<file path="src/rtl/gpio_ctrl_pkg.sv">
// Shared constants for the GPIO controller: bus address width and the
// byte offsets of the four registers. Assumes word-aligned offsets.
package gpio_ctrl_pkg;
    parameter int unsigned GPIO_AW = 4;

    localparam logic [GPIO_AW-1:0] OFS_DIR = 4'h0;  // active-low drive enable
    localparam logic [GPIO_AW-1:0] OFS_IN  = 4'h4;  // synchronised pin levels, read-only
    localparam logic [GPIO_AW-1:0] OFS_OUT = 4'h8;  // output data
    localparam logic [GPIO_AW-1:0] OFS_IEN = 4'hC;  // per-pin interrupt enable
endpackage

</file>
<file path="src/rtl/gpio_sync.sv">
// Multi-flop synchroniser for the pad inputs. It has no reset, so it keeps
// sampling while the block is held in reset. Assumes STAGES >= 2.
module gpio_sync #(
    parameter int unsigned WIDTH  = 16,
    parameter int unsigned STAGES = 2
) (
    input  logic             clk,
    input  logic [WIDTH-1:0] din,
    output logic [WIDTH-1:0] dout
);
    logic [STAGES-1:0][WIDTH-1:0] stage_q;

    // shift the pad levels through the flop chain
    always_ff @(posedge clk) begin
        stage_q <= {stage_q[STAGES-2:0], din};
    end

    assign dout = stage_q[STAGES-1];
endmodule

</file>
<file path="src/rtl/gpio_regfile.sv">
// Register file for the GPIO controller: direction (active low), output data
// and interrupt enable, plus a combinational read mux. Assumes a single-cycle
// bus with no wait states. The input register is the synchroniser output.
module gpio_regfile
    import gpio_ctrl_pkg::*;
#(
    parameter int unsigned WIDTH = 16
) (
    input  logic               clk,
    input  logic               rst_n,
    input  logic               wen,
    input  logic [GPIO_AW-1:0] addr,
    input  logic [WIDTH-1:0]   wdata,
    input  logic [WIDTH-1:0]   in_level,
    output logic [WIDTH-1:0]   rdata,
    output logic [WIDTH-1:0]   dir_q,
    output logic [WIDTH-1:0]   dout_q,
    output logic [WIDTH-1:0]   ien_q
);
    // reset to all-input, load the addressed writable register on a write
    always_ff @(posedge clk) begin
        if (!rst_n) begin
            dir_q  <= '1;
            dout_q <= '0;
            ien_q  <= '0;
        end else if (wen) begin
            case (addr)
                OFS_DIR: dir_q  <= wdata;
                OFS_OUT: dout_q <= wdata;
                OFS_IEN: ien_q  <= wdata;
                default: ;
            endcase
        end
    end

    // select read data, zero for unmapped offsets
    always_comb begin
        case (addr)
            OFS_DIR: rdata = dir_q;
            OFS_IN:  rdata = in_level;
            OFS_OUT: rdata = dout_q;
            OFS_IEN: rdata = ien_q;
            default: rdata = '0;
        endcase
    end
endmodule

</file>
<file path="src/rtl/gpio_pad_ctl.sv">
// Pad drive control. Turns the active-low direction bits into pad drive
// enables, holds every pad undriven during reset, and lets the endpoint strap
// hand the low ALT_W pads to the alternate interrupt outputs.
// Assumes ALT_W <= WIDTH.
module gpio_pad_ctl #(
    parameter int unsigned WIDTH = 16,
    parameter int unsigned ALT_W = 4
) (
    input  logic             rst_n,
    input  logic             ep_mode,
    input  logic [WIDTH-1:0] dir_n,
    input  logic [WIDTH-1:0] dout,
    input  logic [ALT_W-1:0] alt_n,
    output logic [WIDTH-1:0] pad_oe,
    output logic [WIDTH-1:0] pad_o
);
    for (genvar i = 0; i < WIDTH; i++) begin : g_pin
        if (i < ALT_W) begin : g_alt
            // shared pin: the strap forces drive and selects the alternate level
            assign pad_oe[i] = rst_n & (ep_mode | ~dir_n[i]);
            assign pad_o[i]  = ep_mode ? alt_n[i] : dout[i];
        end else begin : g_gp
            // plain pin: register-controlled drive and level
            assign pad_oe[i] = rst_n & ~dir_n[i];
            assign pad_o[i]  = dout[i];
        end
    end
endmodule

</file>
<file path="src/rtl/gpio_ctrl.sv">
// GPIO controller top: synchroniser, register file, pad control and the
// merged level-sensitive interrupt. Assumes endpoint_mode is a static strap
// that only changes while rst_n is low.
module gpio_ctrl
    import gpio_ctrl_pkg::*;
#(
    parameter int unsigned WIDTH       = 16,
    parameter int unsigned ALT_W       = 4,
    parameter int unsigned SYNC_STAGES = 2
) (
    input  logic               clk,
    input  logic               rst_n,
    input  logic               bus_wen,
    input  logic [GPIO_AW-1:0] bus_addr,
    input  logic [WIDTH-1:0]   bus_wdata,
    output logic [WIDTH-1:0]   bus_rdata,
    input  logic               endpoint_mode,
    input  logic [ALT_W-1:0]   alt_irq_n,
    input  logic [WIDTH-1:0]   pin_in,
    output logic [WIDTH-1:0]   pin_out,
    output logic [WIDTH-1:0]   pin_oe,
    output logic               irq
);
    logic [WIDTH-1:0] sync_q;
    logic [WIDTH-1:0] dir_q;
    logic [WIDTH-1:0] dout_q;
    logic [WIDTH-1:0] ien_q;

    gpio_sync #(.WIDTH(WIDTH), .STAGES(SYNC_STAGES)) sync_i (
        .clk  (clk),
        .din  (pin_in),
        .dout (sync_q)
    );

    gpio_regfile #(.WIDTH(WIDTH)) regs_i (
        .clk      (clk),
        .rst_n    (rst_n),
        .wen      (bus_wen),
        .addr     (bus_addr),
        .wdata    (bus_wdata),
        .in_level (sync_q),
        .rdata    (bus_rdata),
        .dir_q    (dir_q),
        .dout_q   (dout_q),
        .ien_q    (ien_q)
    );

    gpio_pad_ctl #(.WIDTH(WIDTH), .ALT_W(ALT_W)) pads_i (
        .rst_n   (rst_n),
        .ep_mode (endpoint_mode),
        .dir_n   (dir_q),
        .dout    (dout_q),
        .alt_n   (alt_irq_n),
        .pad_oe  (pin_oe),
        .pad_o   (pin_out)
    );

    // merge enabled, high, synchronised pin levels into one request
    assign irq = |(sync_q & ien_q);
endmodule

</file>
<file path="config.mk">
export PLATFORM = sky130hd
export DESIGN_NAME = gpio_ctrl
export DESIGN_NICKNAME = d
export VERILOG_FILES = /design/src/rtl/gpio_ctrl_pkg.sv /design/src/rtl/gpio_sync.sv /design/src/rtl/gpio_regfile.sv /design/src/rtl/gpio_pad_ctl.sv /design/src/rtl/gpio_ctrl.sv
export SDC_FILE = /design/constraint.sdc
export NUM_CORES = 1
export LEC_CHECK = 0
export BUFFER_PORTS_ARGS = -buffer_cell sky130_fd_sc_hd__buf_2
export CAP_MARGIN = 20
export CORE_MARGIN = 4
export CORE_UTILIZATION = 52
export DETAILED_ROUTE_END_ITERATION = 16
export PLACE_DENSITY_LB_ADDON = 0.1
export SLEW_MARGIN = 10
export SYNTH_ARGS = -nofsm -noshare
export SYNTH_HDL_FRONTEND = slang
export SYNTH_HIERARCHICAL = 1
export SYNTH_SLANG_ARGS = --single-unit
</file>
<file path="constraint.sdc">
create_clock -name clk -period 1.8 [get_ports clk]
set_clock_uncertainty 0.05 [all_clocks]
set_input_delay 0.27 -clock clk [delete_from_list [all_inputs] [get_ports clk]]
set_output_delay 0.27 -clock clk [all_outputs]
set_load 0.05 [all_outputs]
</file>
Word level (Yosys, flattened, before mapping):

Index checks and enable logic that the tools add are counted.

* flip-flop bits (word level): 80
* input bits: 44
* output and inout bits: 49

* muxes and demuxes: 5
* equality and inequality tests: 3
* bitwise gates (word level): 37
* reduce and logical (&&, ||, !) cells: 5

Operators with widths (number)
* $pmux 16 s4: 1
* $and 1x1->1: 16
* $and 16x16->16: 1
* $not 1->1: 16
* $reduce_or 16->1: 1
* $eq 4x4->1 const B: 2
* $reduce_and 2->1: 3
* $eq 4x3->1 const B: 1
* $logic_not 4->1: 1
* $mux 1: 4
* $or 1x1->1: 4

Longest topological paths before layout:

Gate-level depths: netlist of the first run.

* depth after elaboration: 3
* mapped depth: 6
* mapped depth without buffers: 3

Modules after synthesis:

Netlist of the first run, hierarchy kept.

Modules (own cells, without submodules)
* gpio_regfile: instances 1, cells each 252, area each 2388.5 µm², sequential area each 960.9 µm²
* gpio_sync: instances 1, cells each 48, area each 760.7 µm², sequential area each 640.6 µm²
* gpio_pad_ctl: instances 1, cells each 34, area each 251.5 µm², sequential area each 0.0 µm²
* gpio_ctrl: instances 1, cells each 9, area each 101.3 µm², sequential area each 0.0 µm²

Least setup slack after synthesis of the first run:

No wires, ideal clock.

* path kind: input-to-output
* start point: in bus_addr[2]
* end point: out bus_rdata[0]
* path buffers: 2
* arrival time: 1614 ps
* data required time: 1480 ps
* stages: 4
* path slack: -134 ps
* cell sequence: buf_2 > nor4b_2 > buf_2 > a221o_1

* word-level cells in the longest chain between the ends: 2
* elaborated cells on any way between the ends: 5
* classes of those cells: eq/ne: 3; mux: 1; reduce/logical: 1

Ends and longest elaborated chain
* from (decl): RTL line gpio_ctrl.sv:14 `input logic [GPIO_AW-1:0] bus_addr,`
* $eq 4x4->1, or another cell as far along: RTL line gpio_regfile.sv:38 `case (addr)`
* $pmux 16 s4 (*): RTL line gpio_regfile.sv:38
* to (decl): RTL line gpio_ctrl.sv:16 `output logic [WIDTH-1:0] bus_rdata,`

Every way passes the cells marked *; elsewhere a longest branch is shown, timed or not.

Final worst setup path of the first run:

* start point: reg regs_i.ien_q[7]
* end point: out irq

* word-level cells in the longest chain between the ends: 2

Ends and longest elaborated chain
* from (decl): RTL line gpio_regfile.sv:18 `output logic [WIDTH-1:0] ien_q`
* from (signal assigned): RTL line gpio_regfile.sv:30 `OFS_IEN: ien_q <= wdata;`
* $and 16x16->16: RTL line gpio_ctrl.sv:59 `assign irq = |(sync_q & ien_q);`
* $reduce_or 16->1: RTL line gpio_ctrl.sv:59
* to (decl): RTL line gpio_ctrl.sv:22 `output logic irq`

Every way passes these cells.

==> impl_metrics.toml, run 1 <==
[critical_path]
worstSetupPathType = "register to output pin"
worstReg2RegEnd = "regs_i/ien_q[7]$_SDFFE_PN0P_"
ff2ff_setup_slack_ps = 1080
endpoint_kind = "output pin"
critPathMaxFanout = 2
crit_required_ps = 1480
arrival_ps = 1550
critPathLaunch = "regs_i/ien_q[7]$_SDFFE_PN0P_"
rr_startpoint = "regs_i/ien_q[7]$_SDFFE_PN0P_"
start_kind = "register"
crit_path_end = "irq"
ff2ff_path_depth = 3

[layout]
utilization_pct = 68.8
layout-drive-gt1-share_pct = 35.2
fin_cells = 517
fin_nets = 479
final_common_cell = "dfxtp_1"
n_antenna_cell = 0
fillCellCount = 531
final_cell_mix = "dfxtp_1, buf_2, mux2i_1, nand2_1, nor2b_1"
area_growth_syn_to_layout_pct = 26.9

[synthesis]
synth_nets = 387
synth_top_flop_cell = "dfxtp_1"
synth_area_um2 = 3500
async_reset_ff_share_pct = 0
syn_avg_cell_area_um2 = 10.2
yosys_register_bits = 80
synthDistinctLibCells = 24
synth_warnings = 6
synthCells = 343
synth_edf_count = 0
ys_seq_area_share_pct = 45.7

[clock_network]
cts_buffers = 9
clk_pin_slew_ps = 80
ctsRootBufferMaster = "clkbuf_8"
clock_sinks = 80
cts_tree = "yes"
clk_latency_ps = 340
clockBufferDepth = 2
htree_levels = 3

[route]
ant_nets = 0
drc = 0
top_layer = "met4"
drt-met1-wl_um = 3770
wl_met3_um = 454
vias = 2671
first_pass_iters = 4
wl_per_cell_um = 15.8
via_per_inst = 5.17
route.met2.wl_um = 3900
initialDrtViolationCount = 80
wl_um = 8180

[outcome]
failed_checks = "negative setup slack"
status = "finished with violations"

[sta]
period_needed_ps = 1870
hold_viol_final = 0
finalSetupViolations = 1
slew-limit-headroom_pct = 79.6
fmax_mhz = 536
fin_crit_sh_pct = 104
setup_slack_ps = -65.3
rsz0062_at_grt = "true"
drv_slew = 0
max_slew.worst_pin.slew_ps = 306

[floorplan]
dieArea_um2 = 8110
die_h_um = 90.1
num_io_pins = 93
rows = 29
start_util_pct = 54.2
core-area_um2 = 6460
die_x_um = 90.1

[place]
numPortBuffers = 92
place_inst = 484
post-dp-hpwl_um = 5890
pre_cts_ws_ps = -3.34
gp_congestion = 0.754

[grt]
antenna_found_initial = 0
grt_pass1_vias = 2744
grt_overflow_total = 0
grt_pass1_wl_um = 13600
grt_max_degree = 28
grt_use_total_pct = 20.6

[hold_path]
hold_path_class = "input port to register"

[power]
p_per_area_nw_per_um2 = 856
ir_drop_mv = 0.564
power_leakage_nw = 2.16

[run]
max_cap_violations = 0
==> sequential cells by signal, indices dropped and copies added, names as in the netlist <==
register and count:
regs_i/dir_q 16, sync_i/stage_q 16, sync_i/dout 16, regs_i/ien_q 16, regs_i/dout_q 16
==> metrics by stage <==
stage                     power, mW  setup TNS, ps  hold WS [ps]  instance area [um^2]
after global routing           3.96           -161           145                  4440
after detailed placement       2.32          -3.34           262                  3980
after CTS                      3.83          -81.9           134                  4390
final                          3.80          -65.3           149                  4440
after global placement         2.31              0           260                  3980
after floorplan                2.19              0           248                  3510
==> metal layers <==
layer  vias to the layer above  track usage, %
li1                       1334               -
met1                      1264            26.6
met2                        67            33.5
met3                         6            6.84
met4                         0            4.59
met5                         -               0
==> power breakdown <==
group / total [mW] / internal [mW] / leakage, nW / switching, mW
sequential: 1.85 / 1.82 / 0.659 / 0.0291
combinational: 0.469 / 0.202 / 1.39 / 0.266
clock: 1.49 / 0.860 / 0.113 / 0.625
total: 3.80 / 2.88 / 2.16 / 0.921
==> worst min-delay path by stage <==
stage / cells after the start / to / from
finish: 3 / regs_i/dir_q[11]$_SDFFE_PN1P_ / bus_wdata[11]
global route: 3 / regs_i/ien_q[12]$_SDFFE_PN0P_ / bus_wdata[12]
CTS: 3 / regs_i/dir_q[11]$_SDFFE_PN1P_ / bus_wdata[11]
detailed placement: 0 / sync_i/dout[1]$_DFF_P_ / sync_i/stage_q[1]$_DFF_P_
global placement: 0 / sync_i/dout[13]$_DFF_P_ / sync_i/stage_q[13]$_DFF_P_
floorplan: 0 / sync_i/stage_q[0]$_DFF_P_ / pin_in[0]
==> cell families (layout without fill, tap and decap cells) <==
family	count (synthesis)	in the layout	share of synthesized area, %
AOI/OAI and AO/OA	28	28	8.15
and+or+nand+nor	116	116	16.8
DFF	80	80	45.7
muxes	68	68	19.6
buffers and inverters	51	148	9.79
==> cell usage after synthesis, drive strengths merged (4+ instances only) <==
cell | instances | area [um^2]
mux2 | 4 | 45.0
buf | 39 | 298
clkbuf | 11 | 41.3
a21boi | 4 | 30.0
nor2 | 17 | 63.8
nor2b | 44 | 275
a22o | 4 | 35.0
nand2 | 49 | 186
a221o | 16 | 160
dfxtp | 80 | 1600
mux2i | 64 | 641
a221oi | 4 | 60.1
==> layout make-up <==
class,instances,area (um^2),area share (%)
multi-input cells,212,1590,35.8
inverters,1,3.75,0.0845
clock buffers,12,155,3.49
well taps,77,96.3,2.17
flip-flops and latches,80,1600,36.1
clock inverters,4,76.3,1.72
repair buffers,131,918,20.7
==> critical path: stages (launching register included) <==
cell,delay [ps]
dfxtp_2,320
a22o_1,260
a221oi_2,270
nand4_1,170
buf_6,190
==> timing repair <==
action	CTS	global route
pin swaps	2	1
endpoints found under the setup margin	3	17
hold buffers	16	0
gates resized for setup	5	29
buffers inserted	1	0
hold endpoints to repair	16	0
Note: power is estimated with default switching activity, not from simulation.
==> inputs of run 2 (changes only) <==
ABC_AREA = 1   (was default)
CORE_UTILIZATION = 53   (was 52)
==> impl_metrics.toml, run 2 <==
[outcome]
status = "completed"

[synthesis]
syn_avg_cell_area_um2 = 6.89
synthDistinctLibCells = 16
muxShareOfSynthArea_pct = 0
async_reset_ff_share_pct = 0
ys_seq_area_share_pct = 41.7
synth.area.top_cells = "dfxtp_1, nand2_1, nand4_1"
synth_area_leader_cell = "dfxtp_1"
synth_most_common_cell = "nand2_1"
synthAdderAreaFrac_pct = 0
synth-compound-area-share_pct = 0.913
yosys.area_share.xor_xnor_pct = 0
synth_top_area_share_pct = 41.7
synth_nets = 601
synth_edf_count = 0
synth-simple-area-share_pct = 38.6
synth_top_flop_cell = "dfxtp_1"
synthCells = 557
yosys_register_bits = 80
synth_common_cells = "nand2_1, inv_1, nand3_1"
synth_area_um2 = 3840
synth_warnings = 6
synth_top_family_by_area = "simple AND/OR/NAND/NOR gates"

[critical_path]
path_cells = "buf_2 > nor2_4 > buf_12 > nand3_1 > nand4_1 > buf_2"
critPathMaxFanout = 48
cp_top_family = "buffers and inverters"
endpoint_kind = "output pin"
worstSetupPathType = "input port to output pin"
worstReg2RegEnd = "regs_i/ien_q[11]$_SDFFE_PN0P_"
critPathBufInv = 3
cpPeakStageDelay_ps = 270
crit_required_ps = 1480
crit_top_cell = "buf_2"
path_depth = 6
ff2ff_setup_slack_ps = 1030
cp_slowest_cell = "buf_2"
arrival_ps = 1340
rr_startpoint = "regs_i/ien_q[11]$_SDFFE_PN0P_"
start_kind = "input port"
ff2ff_path_depth = 4

[run]
max_cap_violations = 0

[place]
post-dp-hpwl_um = 7200
gp_congestion = 0.916
postPlaceCellArea_um2 = 4210
numPortBuffers = 92
pre_cts_ws_ps = 56.1
place_inst = 694

[grt]
grt_overflow_total = 0
grt_use_total_pct = 23.6
grt_pass1_vias = 3393
grt_max_degree = 49
antenna_found_initial = 1
grt_pass1_wl_um = 16100

[floorplan]
start_util_pct = 55.6
dieArea_um2 = 8670
num_io_pins = 93
core-area_um2 = 6910
die_x_um = 93.1
die_h_um = 93.1
rows = 30

[clock_network]
clockBufferDepth = 2
clk_latency_ps = 340
cts_buffers = 9
postCtsSetupRepairBufs = 0
clock_sinks = 80
clk_pin_slew_ps = 90
ctsRootBufferMaster = "clkbuf_8"
htree_levels = 3
cts_tree = "yes"
cts_resized = 0

[power]
power_leakage_nw = 2.35
p_total_mw = 4.06
p_per_area_nw_per_um2 = 877
ir_drop_mv = 0.500

[sta]
rsz0062_at_grt = "false"
hold_viol_final = 0
finalSetupViolations = 0
fin_crit_sh_pct = 92.3
tns_ps = 0
setup_slack_ps = 139
drv_slew = 0
fmax_mhz = 602
period_needed_ps = 1660
max_slew.worst_pin.slew_ps = 477
slew-limit-headroom_pct = 68.2
timing.hold.ws_ps = 149

[route]
vias = 3758
ant_nets = 0
wl_um = 10300
initialDrtViolationCount = 247
first_pass_iters = 5
via_per_inst = 5.17
wl_per_cell_um = 14.2
drc = 0

[hold_path]
whs_path_depth = 3
hold_path_class = "input port to register"
min_to = "regs_i/dir_q[1]$_SDFFE_PN1P_"
holdCritStartpoint = "bus_wdata[1]"

[layout]
fillCellCount = 686
layout-drive-gt1-share_pct = 21.6
fin_nets = 669
final_common_cell = "nand2_1"
utilization_pct = 67.0
final_cell_mix = "nand2_1, buf_2, inv_1, nand3_1, dfxtp_1"
fin_cells = 727
design_area_um2 = 4630
area_growth_syn_to_layout_pct = 20.6
==> run 2: layer usage <==
| layer | up-vias | part of all wire [%] | GRT usage, % |
|---|---|---|---|
| li1 | 1888 | - | - |
| met1 | 1700 | 41 | 29.8 |
| met2 | 154 | 49 | 39.1 |
| met3 | 16 | 7.6 | 6.36 |
| met4 | 0 | 2.3 | 7.81 |
| met5 | - | 0 | 0 |
==> run 2: kinds of logic after synthesis <==
| family | after synthesis |
|---|---|
| AO/OA/AOI/OAI | 4 |
| buffers and inverters | 156 |
| flip-flops | 80 |
| AND/OR/NAND/NOR | 317 |
==> run 2: what timing repair did <==
item / in CTS / in global routing
setup endpoints to repair: 0 / 0
hold endpoints to repair: 16 / 0
hold buffers: 16 / 0
==> run 2: how the worst max path moves through the flow <==
stage | start | endpoint | slack, ps
floorplan | bus_addr[1] | bus_rdata[14] | 80
global placement | bus_addr[1] | regs_i/ien_q[14]$_SDFFE_PN0P_ | 120
detailed placement | bus_addr[1] | regs_i/ien_q[15]$_SDFFE_PN0P_ | 60
CTS | bus_addr[1] | bus_rdata[9] | 140
global route | regs_i/ien_q[11]$_SDFFE_PN0P_ | irq | 50
finish | bus_addr[1] | bus_rdata[13] | 140
==> run 2: report_power, final <==
group	internal (mW)	switching [mW]	leakage [nW]	total, mW
Sequential	1.83	0.0354	0.659	1.87
Clock	0.966	0.657	0.123	1.62
Combinational	0.177	0.392	1.57	0.569
==> run 2: cell type report <==
type                            instances  area, um^2  share of cell area (%)
Timing Repair Buffer                  122         788                    17.0
Inverter                               91         342                    7.38
Tap cell                               96         120                    2.60
Clock buffer                           10         138                    2.97
Clock inverter                          6         115                    2.49
Multi-Input combinational cell        321        1520                    32.9
Antenna cell                            1        2.50                  0.0541
Sequential cell                        80        1600                    34.6
==> run 2: worst min-delay path: stages <==
cell and delay [ps]:
buf_2 90, nand4_1 80, nand3_1 80
==> inputs of run 3 (changes only) <==
CTS_CLUSTER_DIAMETER = 50   (was default)
clock period = 1.65 ns   (was 1.8 ns; I/O delays follow)
==> impl_metrics.toml, run 3 (synthesis results as in run 2) <==
[critical_path]
path_cells = "buf_2 > nor2_4 > buf_12 > nand3_1 > nand4_1 > buf_2"
crit_required_ps = 1350
endpoint_kind = "output pin"
critPathMaxFanout = 53
arrival_ps = 1320
crit_top_cell = "buf_2"
cpPeakStageDelay_ps = 280
start_kind = "input port"
cp_slowest_cell = "buf_2"
worstSetupPathType = "input port to output pin"

[floorplan]
num_io_pins = 93
core-area_um2 = 6910
die_x_um = 93.1
die_h_um = 93.1
dieArea_um2 = 8670
rows = 30
start_util_pct = 55.6

[layout]
fillCellCount = 662
utilization_pct = 67.4
fin_nets = 670
layout-drive-gt1-share_pct = 22.3
area_growth_syn_to_layout_pct = 21.3
n_antenna_cell = 0
final_common_cell = "nand2_1"
final_cell_mix = "nand2_1, buf_2, inv_1, nand3_1, dfxtp_1"
fin_cells = 727

[sta]
max_slew.worst_pin.slew_ps = 477
drv_slew = 0
fin_crit_sh_pct = 98.2
fmax_mhz = 617
hold_viol_final = 0
period_needed_ps = 1620
finalSetupViolations = 0
slew-limit-headroom_pct = 68.2
setup_slack_ps = 30.2
rsz0062_at_grt = "true"

[run]
max_cap_violations = 0

[clock_network]
clock_sinks = 80
cts_tree = "yes"
clk_pin_slew_ps = 90
clk_latency_ps = 340
htree_levels = 3
ctsRootBufferMaster = "clkbuf_8"
cts_buffers = 9
clockBufferDepth = 2

[grt]
grt_use_total_pct = 24.4
antenna_found_initial = 0
grt_pass1_wl_um = 16600
grt_max_degree = 54
grt_overflow_total = 0
grt_pass1_vias = 3578

[place]
numPortBuffers = 92
pre_cts_ws_ps = 54.2
post-dp-hpwl_um = 7320
gp_congestion = 0.910
place_inst = 694

[route]
first_pass_iters = 8
ant_nets = 0
wl_per_cell_um = 14.4
vias = 3750
drc = 0
initialDrtViolationCount = 223
wl_um = 10500
via_per_inst = 5.16

[hold_path]
hold_path_class = "input port to register"

[power]
power_leakage_nw = 2.36
ir_drop_mv = 0.512
p_per_area_nw_per_um2 = 947
p_total_mw = 4.40

[outcome]
status = "completed"
run 3: layer usage:
metal / share of wire, % / routed length [um] / GRT usage (%)
met3: 6.6 / 687 / 5.63
met5: 0 / 0 / 0
met4: 2.9 / 307 / 10.1
met2: 50 / 5290 / 44.2
met1: 40 / 4200 / 27.4
run 3: final timing paths:
| path | from | endpoint | slack (ps) | depth (start not counted) |
|---|---|---|---|---|
| min reg2reg | sync_i/stage_q[7]$_DFF_P_ | sync_i/dout[7]$_DFF_P_ | 280 | 0 |
| max reg2reg | regs_i/ien_q[2]$_SDFFE_PN0P_ | regs_i/ien_q[2]$_SDFFE_PN0P_ | 870 | 5 |
| max | bus_addr[1] | bus_rdata[14] | 30 | 6 |
| min | bus_wdata[1] | regs_i/dir_q[1]$_SDFFE_PN1P_ | 130 | 3 |
run 3: repair_timing:
action / CTS / global route
resized for setup: 0 / 10
setup endpoints to repair: 0 / 3
hold buffers: 16 / 0
setup buffers: 0 / 1
hold endpoints to repair: 16 / 0
run 3: power by group:
group | switching [mW] | internal [mW] | leakage (nW) | total, mW
Sequential | 0.0411 | 2.00 | 0.661 | 2.04
Combinational | 0.429 | 0.200 | 1.58 | 0.630
Clock | 0.720 | 1.02 | 0.117 | 1.74
Total | 1.19 | 3.21 | 2.36 | 4.40
run 3: critical path, delay by kind of cell:
family	cells	cell delay, ps
buffers and inverters	3	640
and+or+nand+nor	3	420
run 3: cell type report:
type                    count  area [um^2]  area share [%]
multi-input cells         321         1520            32.8
well taps                  96          120            2.58
clock buffers              10          128            2.74
repair buffers            123          817            17.6
flip-flops and latches     80         1610            34.5
clock inverters             6          115            2.47
inverters                  91          343            7.37
run 3: per-stage QoR:
step,hold WS [ps],cell area [um^2],TNS (ps)
after global placement,262,4230,0
after detailed placement,263,4230,0
final,132,4650,0
after CTS,118,4630,0
after floorplan,225,3840,0
after global routing,134,4650,-4.30
